**config.mk**
```make
export PLATFORM = sky130hd
export DESIGN_NAME = vid_plane_ctrl
export DESIGN_NICKNAME = d
export VERILOG_FILES = /design/src/rtl/vidc_pkg.sv /design/src/rtl/vidc_tick.sv /design/src/rtl/vidc_seq.sv /design/src/rtl/vidc_ramp.sv /design/src/rtl/vid_plane_ctrl.sv
export SDC_FILE = /design/constraint.sdc
export NUM_CORES = 1
export LEC_CHECK = 0
export BUFFER_PORTS_ARGS = -buffer_cell sky130_fd_sc_hd__buf_4
export CORE_AREA = 2 2 96 70
export DETAILED_ROUTE_END_ITERATION = 10
export DIE_AREA = 0 0 98 72
export PLACE_DENSITY_LB_ADDON = 0.25
export REMOVE_ABC_BUFFERS = 1
export SYNTH_ARGS = -nofsm -noshare
export SYNTH_HDL_FRONTEND = slang
export SYNTH_SLANG_ARGS = --single-unit
```
**constraint.sdc**
```tcl
create_clock -name clk -period 7.3 [get_ports clk]
set_input_delay 0.365 -clock clk [delete_from_list [all_inputs] [get_ports clk]]
set_output_delay 0.365 -clock clk [all_outputs]
set_load 0.005 [all_outputs]
```
**src/rtl/vidc_pkg.sv**
```systemverilog
package vidc_pkg;
   localparam int NPLANE   = 2;
   localparam int PL_CORE  = 0;
   localparam int PL_AUX   = 1;
   localparam int SEL_W    = 2;
   localparam int NSEL     = 1 << SEL_W;

   typedef enum logic [2:0] {
      VS_OFF  = 3'd0,
      VS_BOOT = 3'd1,
      VS_LIVE = 3'd2,
      VS_FALL = 3'd3,
      VS_FIX  = 3'd4,
      VS_PAR  = 3'd5
   } vidc_st_e;

   typedef enum logic [1:0] {
      OP_SET = 2'd0,
      OP_ON  = 2'd1,
      OP_OFF = 2'd2,
      OP_PSI = 2'd3
   } vidc_op_e;
endpackage

```
**src/rtl/vidc_tick.sv**
```systemverilog
module vidc_tick #(
   parameter int RATE_W = 8
) (
   input  logic              clk,
   input  logic              rst_n,
   input  logic              en_i,
   input  logic [RATE_W-1:0] rate_i,
   output logic              tick_o
);
   logic [RATE_W-1:0] cnt_q;

   assign tick_o = en_i && (cnt_q == rate_i);

   always_ff @(posedge clk or negedge rst_n) begin
      if (!rst_n) begin
         cnt_q <= '0;
      end else if (!en_i || tick_o) begin
         cnt_q <= '0;
      end else begin
         cnt_q <= cnt_q + 1'b1;
      end
   end
endmodule

```
**src/rtl/vidc_seq.sv**
```systemverilog
module vidc_seq
   import vidc_pkg::*;
#(
   parameter int CODE_W = 8,
   parameter int PVID_W = 6,
   parameter logic [NSEL-1:0][CODE_W-1:0] BOOT_TAB = '0,
   parameter logic [NSEL-1:0][CODE_W-1:0] PRE_TAB  = '0,
   parameter logic [NSEL-1:0][CODE_W-1:0] FIX_TAB  = '0
) (
   input  logic                          clk,
   input  logic                          rst_n,
   input  logic                          en_i,
   input  logic                          strap_i,
   input  logic [SEL_W-1:0]              sel_i,
   input  logic                          pgood_i,
   input  logic [PVID_W-1:0]             pvid_i,
   input  logic                          cmd_valid_i,
   input  logic [1:0]                    cmd_op_i,
   input  logic                          cmd_plane_i,
   input  logic [CODE_W-1:0]             cmd_code_i,
   output vidc_st_e                      st_o,
   output logic                          init_o,
   output logic [NPLANE-1:0][CODE_W-1:0] init_val_o,
   output logic [NPLANE-1:0][CODE_W-1:0] tgt_o,
   output logic [NPLANE-1:0]             on_o,
   output logic                          psi_n_o
);
   localparam int PAD_W = CODE_W - PVID_W;

   vidc_st_e                      st_q;
   logic                          en_q;
   logic [SEL_W-1:0]              sel_q;
   logic [NPLANE-1:0][CODE_W-1:0] tgt_q;
   logic [NPLANE-1:0]             on_q;
   logic                          psi_q;
   logic [CODE_W-1:0]             pvid_ext;
   vidc_op_e                      op;

   assign pvid_ext = {{PAD_W{1'b0}}, pvid_i};
   assign op       = vidc_op_e'(cmd_op_i);
   assign init_o   = en_i && !en_q;

   // Start-up codes, chosen from the pins at the enable edge
   always_comb begin
      init_val_o = '0;
      if (strap_i) begin
         init_val_o[PL_CORE] = pvid_ext;
      end else begin
         for (int p = 0; p < NPLANE; p++) begin
            init_val_o[p] = pgood_i ? FIX_TAB[sel_i] : BOOT_TAB[sel_i];
         end
      end
   end

   always_ff @(posedge clk or negedge rst_n) begin
      if (!rst_n) begin
         en_q <= 1'b0;
      end else begin
         en_q <= en_i;
      end
   end

   always_ff @(posedge clk or negedge rst_n) begin
      if (!rst_n) begin
         st_q  <= VS_OFF;
         sel_q <= '0;
         tgt_q <= '0;
         on_q  <= '0;
         psi_q <= 1'b1;
      end else if (!en_i) begin
         st_q  <= VS_OFF;
         sel_q <= '0;
         tgt_q <= '0;
         on_q  <= '0;
         psi_q <= 1'b1;
      end else if (init_o) begin
         sel_q <= sel_i;
         tgt_q <= init_val_o;
         psi_q <= 1'b1;
         if (strap_i) begin
            st_q          <= VS_PAR;
            on_q          <= '0;
            on_q[PL_CORE] <= 1'b1;
         end else begin
            st_q <= pgood_i ? VS_FIX : VS_BOOT;
            on_q <= '1;
         end
      end else begin
         unique case (st_q)
            VS_BOOT: begin
               if (pgood_i) st_q <= VS_LIVE;
            end
            VS_LIVE: begin
               if (!pgood_i) begin
                  st_q <= VS_FALL;
                  for (int p = 0; p < NPLANE; p++) tgt_q[p] <= PRE_TAB[sel_q];
               end else if (cmd_valid_i) begin
                  unique case (op)
                     OP_SET: tgt_q[cmd_plane_i] <= cmd_code_i;
                     OP_ON:  on_q[cmd_plane_i]  <= 1'b1;
                     OP_OFF: on_q[cmd_plane_i]  <= 1'b0;
                     OP_PSI: psi_q              <= cmd_code_i[0];
                     default: ;
                  endcase
               end
            end
            VS_FIX: begin
               for (int p = 0; p < NPLANE; p++) tgt_q[p] <= FIX_TAB[sel_i];
            end
            VS_PAR: begin
               tgt_q[PL_CORE] <= pvid_ext;
            end
            default: ;
         endcase
      end
   end

   assign st_o    = st_q;
   assign tgt_o   = tgt_q;
   assign on_o    = on_q;
   assign psi_n_o = psi_q;
endmodule

```
**src/rtl/vidc_ramp.sv**
```systemverilog
module vidc_ramp #(
   parameter int CODE_W = 8
) (
   input  logic              clk,
   input  logic              rst_n,
   input  logic              en_i,
   input  logic              init_i,
   input  logic [CODE_W-1:0] init_val_i,
   input  logic              tick_i,
   input  logic              on_i,
   input  logic [CODE_W-1:0] tgt_i,
   output logic [CODE_W-1:0] code_o,
   output logic              down_o
);
   logic [CODE_W-1:0] code_q;
   logic              up, dn;

   assign up     = on_i && (code_q < tgt_i);
   assign dn     = on_i && (code_q > tgt_i);
   assign down_o = dn;
   assign code_o = code_q;

   always_ff @(posedge clk or negedge rst_n) begin
      if (!rst_n) begin
         code_q <= '0;
      end else if (!en_i) begin
         code_q <= '0;
      end else if (init_i) begin
         code_q <= init_val_i;
      end else if (tick_i && up) begin
         code_q <= code_q + 1'b1;
      end else if (tick_i && dn) begin
         code_q <= code_q - 1'b1;
      end
   end
endmodule

```
**src/rtl/vid_plane_ctrl.sv**
```systemverilog
module vid_plane_ctrl
   import vidc_pkg::*;
#(
   parameter int CODE_W = 8,
   parameter int PVID_W = 6,
   parameter int RATE_W = 8,
   parameter logic [NSEL-1:0][CODE_W-1:0] BOOT_TAB = {8'h58, 8'h50, 8'h48, 8'h40},
   parameter logic [NSEL-1:0][CODE_W-1:0] PRE_TAB  = {8'h38, 8'h30, 8'h28, 8'h20},
   parameter logic [NSEL-1:0][CODE_W-1:0] FIX_TAB  = {8'h78, 8'h70, 8'h68, 8'h60}
) (
   input  logic              clk,
   input  logic              rst_n,
   input  logic              en_i,
   input  logic              strap_i,
   input  logic              sc_i,
   input  logic              sd_i,
   input  logic              pgood_i,
   input  logic [PVID_W-1:0] pvid_i,
   input  logic [RATE_W-1:0] rate_i,
   input  logic              cmd_valid_i,
   input  logic [1:0]        cmd_op_i,
   input  logic              cmd_plane_i,
   input  logic [CODE_W-1:0] cmd_code_i,
   input  logic [1:0]        win_ok_i,
   output logic [CODE_W-1:0] core_code_o,
   output logic [CODE_W-1:0] aux_code_o,
   output logic              core_on_o,
   output logic              aux_on_o,
   output logic              aux_hiz_o,
   output logic              par_mode_o,
   output logic              psi_n_o,
   output logic              ovp_mask_o,
   output logic              ready_o
);
   if (CODE_W <= PVID_W) begin : g_bad_code_w
      $error("CODE_W must exceed PVID_W");
   end
   if (RATE_W < 1) begin : g_bad_rate_w
      $error("RATE_W must be at least 1");
   end

   vidc_st_e                      st;
   logic                          init;
   logic [NPLANE-1:0][CODE_W-1:0] init_val;
   logic [NPLANE-1:0][CODE_W-1:0] tgt;
   logic [NPLANE-1:0][CODE_W-1:0] code;
   logic [NPLANE-1:0]             on;
   logic [NPLANE-1:0]             down;
   logic [NPLANE-1:0]             plane_ok;
   logic                          tick;

   vidc_tick #(.RATE_W(RATE_W)) u_tick (
      .clk    (clk),
      .rst_n  (rst_n),
      .en_i   (en_i),
      .rate_i (rate_i),
      .tick_o (tick)
   );

   vidc_seq #(
      .CODE_W   (CODE_W),
      .PVID_W   (PVID_W),
      .BOOT_TAB (BOOT_TAB),
      .PRE_TAB  (PRE_TAB),
      .FIX_TAB  (FIX_TAB)
   ) u_seq (
      .clk         (clk),
      .rst_n       (rst_n),
      .en_i        (en_i),
      .strap_i     (strap_i),
      .sel_i       ({sc_i, sd_i}),
      .pgood_i     (pgood_i),
      .pvid_i      (pvid_i),
      .cmd_valid_i (cmd_valid_i),
      .cmd_op_i    (cmd_op_i),
      .cmd_plane_i (cmd_plane_i),
      .cmd_code_i  (cmd_code_i),
      .st_o        (st),
      .init_o      (init),
      .init_val_o  (init_val),
      .tgt_o       (tgt),
      .on_o        (on),
      .psi_n_o     (psi_n_o)
   );

   for (genvar p = 0; p < NPLANE; p++) begin : g_plane
      vidc_ramp #(.CODE_W(CODE_W)) u_ramp (
         .clk        (clk),
         .rst_n      (rst_n),
         .en_i       (en_i),
         .init_i     (init),
         .init_val_i (init_val[p]),
         .tick_i     (tick),
         .on_i       (on[p]),
         .tgt_i      (tgt[p]),
         .code_o     (code[p]),
         .down_o     (down[p])
      );
      assign plane_ok[p] = !on[p] || win_ok_i[p];
   end

   assign core_code_o = code[PL_CORE];
   assign aux_code_o  = code[PL_AUX];
   assign core_on_o   = on[PL_CORE];
   assign aux_on_o    = on[PL_AUX];
   assign par_mode_o  = (st == VS_PAR);
   assign aux_hiz_o   = (st == VS_PAR);
   assign ovp_mask_o  = |down;
   assign ready_o     = (st != VS_OFF) && (&plane_ok);
endmodule

```
# Word level (Yosys, flattened, before mapping)
# Cells that the tools add are included.
[totals] mem_bits_ro=0 in_bits=35 elab_cells=129 ff_bits=49 n_memories=0 ramBits=0 latch_bits=0
[classes] mul=0 mux=52 n_bitwise=3 reduce_logical=28 addsub=5 n_eq_ne=23 shift=0 order_cmp=8 div_mod_pow=0
[ops] operator="2-to-1 mux 8 bit" count=16
[ops] operator="2-to-1 mux 16 bit" count=5
[ops] operator="binary-select mux 8 bit (select 2 bit)" count=3
[ops] operator="adder 8 x 1 -> 8 bit (second input constant)" count=3
[ops] operator="one-hot mux 8 bit (3 select lines)" count=1
[ops] operator="!= test 4 x 1 -> 1 bit (second input constant)" count=5
[ops] operator="2-to-1 mux 3 bit" count=6
[ops] operator="bitwise mux 16 bit" count=1
[ops] operator="greater-than comparator 8 bit" count=2
[ops] operator="less-than comparator 8 bit" count=2
[ops] operator="2-to-1 mux 2 bit" count=8
[ops] operator="one-hot mux 8 bit (2 select lines)" count=1
[ops] operator="subtractor 8 x 1 -> 8 bit (second input constant)" count=2
[ops] operator="logical AND 1 bit" count=12
[ops] operator="!= test 3 x 1 -> 1 bit (second input constant)" count=4
[ops] operator="!= test 5 x 4 -> 1 bit (second input constant)" count=2
[ops] operator="AND reduction 3 bit" count=3
[ops] operator="demux 8 bit (select 1 bit)" count=1
[ops] operator="equality test 8 bit" count=1
[ops] operator="!= test 4 x 3 -> 1 bit (second input constant)" count=2
[ops] operator="AND reduction 4 bit" count=2
[ops] operator="2-to-1 mux 1 bit" count=7
[ops] operator="equality test 3 bit (second input constant)" count=2
[ops] operator="less-than comparator 2 x 3 -> 1 bit (second input constant)" count=2
[ops] operator="other kinds (20)" count=26

# Depth between registers and ports, before layout
[logic_depth] word_depth=12 ltp_mapped=14 depth_no_buf=14

# Hierarchy
# From an unflattened synthesis, not the netlist that was laid out.
[hier_totals] hier_cells=462 hier_area_um2=4115.2
[modules_own_cells] mod="vidc_ramp" n_inst=2 cells_each=114 area_per_inst_um2=945.9 seq_area_each_um2=200.2
[modules_own_cells] mod="vidc_seq" n_inst=1 cells_each=180 area_per_inst_um2=1674.1 seq_area_each_um2=626.9
[modules_own_cells] mod="vidc_tick" n_inst=1 cells_each=46 area_per_inst_um2=500.5 seq_area_each_um2=200.2
[modules_own_cells] mod="vid_plane_ctrl" n_inst=1 cells_each=8 area_per_inst_um2=48.8 seq_area_each_um2=0.0

# Least setup slack after synthesis
# OpenSTA, ideal clock, no wires.
[synth_timing] path_kind="register to register" start="register u_tick.cnt_q[4]" end="register g_plane[1].u_ramp.code_q[6]" stages_incl_launch_ff=12 setup_ns=0.125 period_less_slack_ns=2.963 arrival_ns=2.838 required_ns=7.175 path_slack_ns=4.337 cell_sequence="dfrtp_1 > xnor2_1 > nand4bb_4 > or4_4 > or3_4 > fa_1 > nand3_1 > nand2_1 > a31oi_1 > xor2_1 > a21oi_1 > mux2_2"
[synth_via] elab_chain_cells=6 word_cells_on_any_way=8 cone_classes="eq/ne: 2; mux: 3; reduce/logical: 3"
[synth_lines] item="from (decl)" line="vidc_tick.sv:10" rtl="logic [RATE_W-1:0] cnt_q;"
[synth_lines] item="from (signal assigned)" line="vidc_tick.sv:20" rtl="cnt_q <= cnt_q + 1'b1;"
[synth_lines] item="equality test 8 bit *" line="vidc_tick.sv:12" rtl="assign tick_o = en_i && (cnt_q == rate_i);"
[synth_lines] item="logical AND 1 bit *" line="vidc_tick.sv:12"
[synth_lines] item="logical AND 1 bit" line="vidc_ramp.sv:30" rtl="end else if (tick_i && up) begin"
[synth_lines] item="2-to-1 mux 8 bit" line="vidc_ramp.sv:30"
[synth_lines] item="2-to-1 mux 8 bit" line="vidc_ramp.sv:28" rtl="end else if (init_i) begin"
[synth_lines] item="2-to-1 mux 8 bit" line="vidc_ramp.sv:26" rtl="end else if (!en_i) begin"
[synth_lines] item="to (signal assigned)" line="vidc_ramp.sv:29" rtl="code_q <= init_val_i;"
[synth_lines] item="to (signal assigned)" line="vidc_ramp.sv:31" rtl="code_q <= code_q + 1'b1;"
[synth_lines] item="to (signal assigned)" line="vidc_ramp.sv:33" rtl="code_q <= code_q - 1'b1;"
[synth_lines] item="to (decl)" line="vidc_ramp.sv:15" rtl="logic [CODE_W-1:0] code_q;"
# Mark *: on every way between the ends. The rest lies on a longest branch, timed or not.
# A chain may end at the register's enable or synchronous reset.

# Worst setup path after layout
[layout_timing] start="register g_plane[0].u_ramp.code_q[2]" end="register g_plane[0].u_ramp.code_q[7]"
[layout_via] elab_chain_cells=6 word_cells_on_any_way=13 cone_classes="add/sub: 2; order compare: 2; eq/ne: 1; mux: 4; reduce/logical: 4"
[layout_lines] item="from (decl)" line="vidc_ramp.sv:15"
[layout_lines] item="from (signal assigned)" line="vidc_ramp.sv:29"
[layout_lines] item="from (signal assigned)" line="vidc_ramp.sv:31"
[layout_lines] item="from (signal assigned)" line="vidc_ramp.sv:33"
[layout_lines] item="less-than comparator 8 bit" line="vidc_ramp.sv:18" rtl="assign up = on_i && (code_q < tgt_i);"
[layout_lines] item="logical AND 1 bit" line="vidc_ramp.sv:18"
[layout_lines] item="logical AND 1 bit" line="vidc_ramp.sv:30"
[layout_lines] item="2-to-1 mux 8 bit" line="vidc_ramp.sv:30"
[layout_lines] item="2-to-1 mux 8 bit" line="vidc_ramp.sv:28"
[layout_lines] item="2-to-1 mux 8 bit" line="vidc_ramp.sv:26"
# Several ways; a longest one is shown, not always the timed one. The select of a mux whose other input is x is not followed.

==> reports/summary.txt <==
Status - completed
Worst VDD drop - 0.107 mV
Finished Cell Area - 4350 um2
DP HPWL - 7.47 mm
Post-DR wirelength/cell - 17.6 um
Startpoint Class - flip-flop
Final Max Tran Viols - 0
Final setup vio count - 0
PwrDens - 187 nW/um2
Count of cell types in the netlist - 56
Fin cells - 556
Area after DPL - 4210 um2
Critical Path RT - 7.47 ns
Die Y - 72 um
Vias in the first global route - 3293
Vias - 3452
Switching share of power - 33.0%
Commonest cells after routing, fill and taps aside - buf_4 (57), dfrtp_1 (48), nor2_1 (41)
Slew Limit Headroom - 26.1%
Num CTS Buffers - 5
Routed Antenna Nets - 0
First-pass GRT wire length - 16.1 mm
IO Port Bufs - 57
Cts hold-fix bufs - 0
Setup TNS - 0 ns
Largest net degree at the start of global routing - 50
First DRT Iteration DRCs - 358
Yosys reg bits - 49
Fraction of power consumed by sequential logic - 38.7%
Register area share after synthesis - 32.8%
Antenna cells - 0
Pre-CTS setup slack - 3.93 ns
Nets - 544
Die Area - 7060 um2
Placed cell count - 548
GRT overflow - 0
H-tree Lvls - 2
Max-Cap Viols - 0
CTS Root Cell - clkbuf_8
Main flop type after synthesis - dfrtp_1
CP Data Arrival Time - 3.57 ns
Internal power - 0.546 mW
Post-synth EDFFs - 0
Setup Skew - 0.00705 ns
Critical path peak fanout - 8
Cts repair resizes - 0
Total wire length - 9.76 mm
Initial Util - 61.3%
Final period util - 46.7%
GRT Overall Usage - 28.6%
Post-synth design cell area - 3740 um2
IO Pins - 58
Crit Path Category - flip-flop to flip-flop
Final critical-path required period - 3.41 ns
Avg Inst Size Synth - 8.78 um2
Final GP Congestion - 0.938
Core area - 6100 um2
Final-report hold violation count - 0
Commonest non-fill, non-tap cell in the layout - buf_4
Register clock-pin slew on the reported worst setup and hold paths - 0.09 ns
Die width - 98 um
Pre-antenna DRT Iters - 7
Unrepaired setup endpoints after global routing - false
Area growth syn-to-layout - 16.2%
Fillers - 459
Leak Pwr - 2.05 nW
Synth Warn # - 0
Worst-margin pin slew - 1.11 ns
Critical-path cell list - ha_1, o21ai_0, a21oi_1, o21bai_1, nand4_1, ha_1, nand3_1, o211ai_1, o21ai_0, and2_1, a221oi_1, o311ai_0
Skew-Pair Late Insertion Delay - 0.31 ns
Share of cells above drive strength 1 - 17.8%
Final setup margin - 3.89 ns
Worst Hold Class - input port to asynchronous set/reset pin
Async SR Flop Fraction - 100%
Clk sinks - 49
CP endpoint kind - flip-flop
Post-CTS Setup Repair Bufs - 0
Routed vias/inst - 6.21
Power, Total - 0.814 mW
Slowest cell on the critical path - ha_1
Gate count of the mapped netlist - 426
Drt drc - 0
Clk pwr share - 28.4%
Storage cell area - 1230 um2
Footprint of the multi-input gates - 2350 um2
CTS max path bufs - 2
Comb power frac - 33.0%
Antenna violations before repair - 0
CTS tree - done
P_sw - 0.269 mW
F_max - 294 MHz
Rows - 24
Critical Path Max Stage Delay - 0.51 ns
-- power by group through the flow --
stage,combinational [mW],sequential [mW],clock (mW)
floorplan,0.171,0.313,0
global placement,0.254,0.319,0
detailed placement,0.262,0.319,0
CTS,0.265,0.314,0.234
global route,0.299,0.318,0.243
finish,0.269,0.315,0.231
-- state kept, by name, indices dropped and copies added, names as in the netlist --
name	flops
g_plane.u_ramp.code_o	16
u_seq.en_q	1
u_seq.st_o	3
u_seq.on_o	2
u_tick.cnt_q	8
u_seq.tgt_o	16
u_seq.sel_q	2
u_seq.psi_n_o	1
-- kinds of logic (layout without fill, tap and decap cells) --
group | after synthesis | count (layout) | share of synthesized area, %
DFF | 49 | 49 | 32.8
adders and majority gates | 32 | 32 | 11.1
xor gates and xnor gates | 23 | 23 | 5.59
and+or+nand+nor | 145 | 145 | 19.8
AOI/OAI and AO/OA | 108 | 108 | 18.8
buffers and inverters | 42 | 94 | 4.32
muxes | 27 | 27 | 7.56
-- path summary, 6_finish.rpt --
kind / startpoint / endpoint / slack [ns] / cells past startpoint
worst max-delay path: g_plane[0].u_ramp.code_o[2]$_DFFE_PN0P_ / g_plane[0].u_ramp.code_o[7]$_DFFE_PN0P_ / 3.89 / 12
worst min-delay path: rst_n / u_seq.tgt_o[4]$_DFFE_PN0P_ / 0.07 / 1
worst max register to register: g_plane[0].u_ramp.code_o[2]$_DFFE_PN0P_ / g_plane[0].u_ramp.code_o[7]$_DFFE_PN0P_ / 3.89 / 12
worst min register to register: u_seq.tgt_o[2]$_DFFE_PN0P_ / u_seq.tgt_o[2]$_DFFE_PN0P_ / 0.52 / 1
max in group asynchronous: rst_n / u_seq.on_o[0]$_DFFE_PN0P_ / 6.78 / 1
min in group clk: en_i / u_seq.en_q$_DFF_PN0_ / 0.29 / 1
-- metal layers --
metal | global-route usage [%] | up-vias | wire, um
met3 | 5.39 | 21 | 903
met1 | 42.1 | 1634 | 4510
met2 | 43.7 | 165 | 4200
met5 | 0 | - | 0
li1 | - | 1632 | -
met4 | 7.72 | 0 | 152
-- synthesized netlist by cell type, drive strengths merged (10+ instances only) --
| library cell | n | area share, % |
|---|---|---|
| mux2 | 10 | 3.0 |
| ha | 30 | 10 |
| mux2i | 17 | 4.6 |
| o21ai | 17 | 2.3 |
| nand2 | 30 | 3.0 |
| nand3 | 19 | 2.5 |
| a21oi | 31 | 4.3 |
| clkbuf | 11 | 1.1 |
| xnor2 | 12 | 3.0 |
| xor2 | 11 | 2.6 |
| nor2 | 42 | 4.3 |
| nor3 | 10 | 1.3 |
| inv | 29 | 2.9 |
| dfrtp | 48 | 32 |
-- per-stage QoR --
step / hold slack, ns / util [%]
global route: 0.130 / 71.3
CTS: 0.0987 / 71.3
floorplan: 0.0694 / -
finish: 0.0665 / 71.3
global placement: 0.432 / 69.1
detailed placement: 0.433 / 69.1
-- final cells by class --
| type | count | share of cell area, % |
|---|---|---|
| multi-input cells | 335 | 54.1 |
| flip-flops and latches | 49 | 28.2 |
| repair buffers | 57 | 9.85 |
| inverters | 29 | 2.51 |
| well taps | 78 | 2.25 |
| clock buffers | 5 | 1.58 |
| clock inverters | 3 | 1.50 |
-- critical path, delay by kind of cell (launching register included) --
kind	cells	cell delay, ns
flops	1	0.43
compound gates	7	1.37
simple gates	3	0.64
fa+ha+maj	2	0.83
Note: power is estimated with default switching activity, not from simulation.
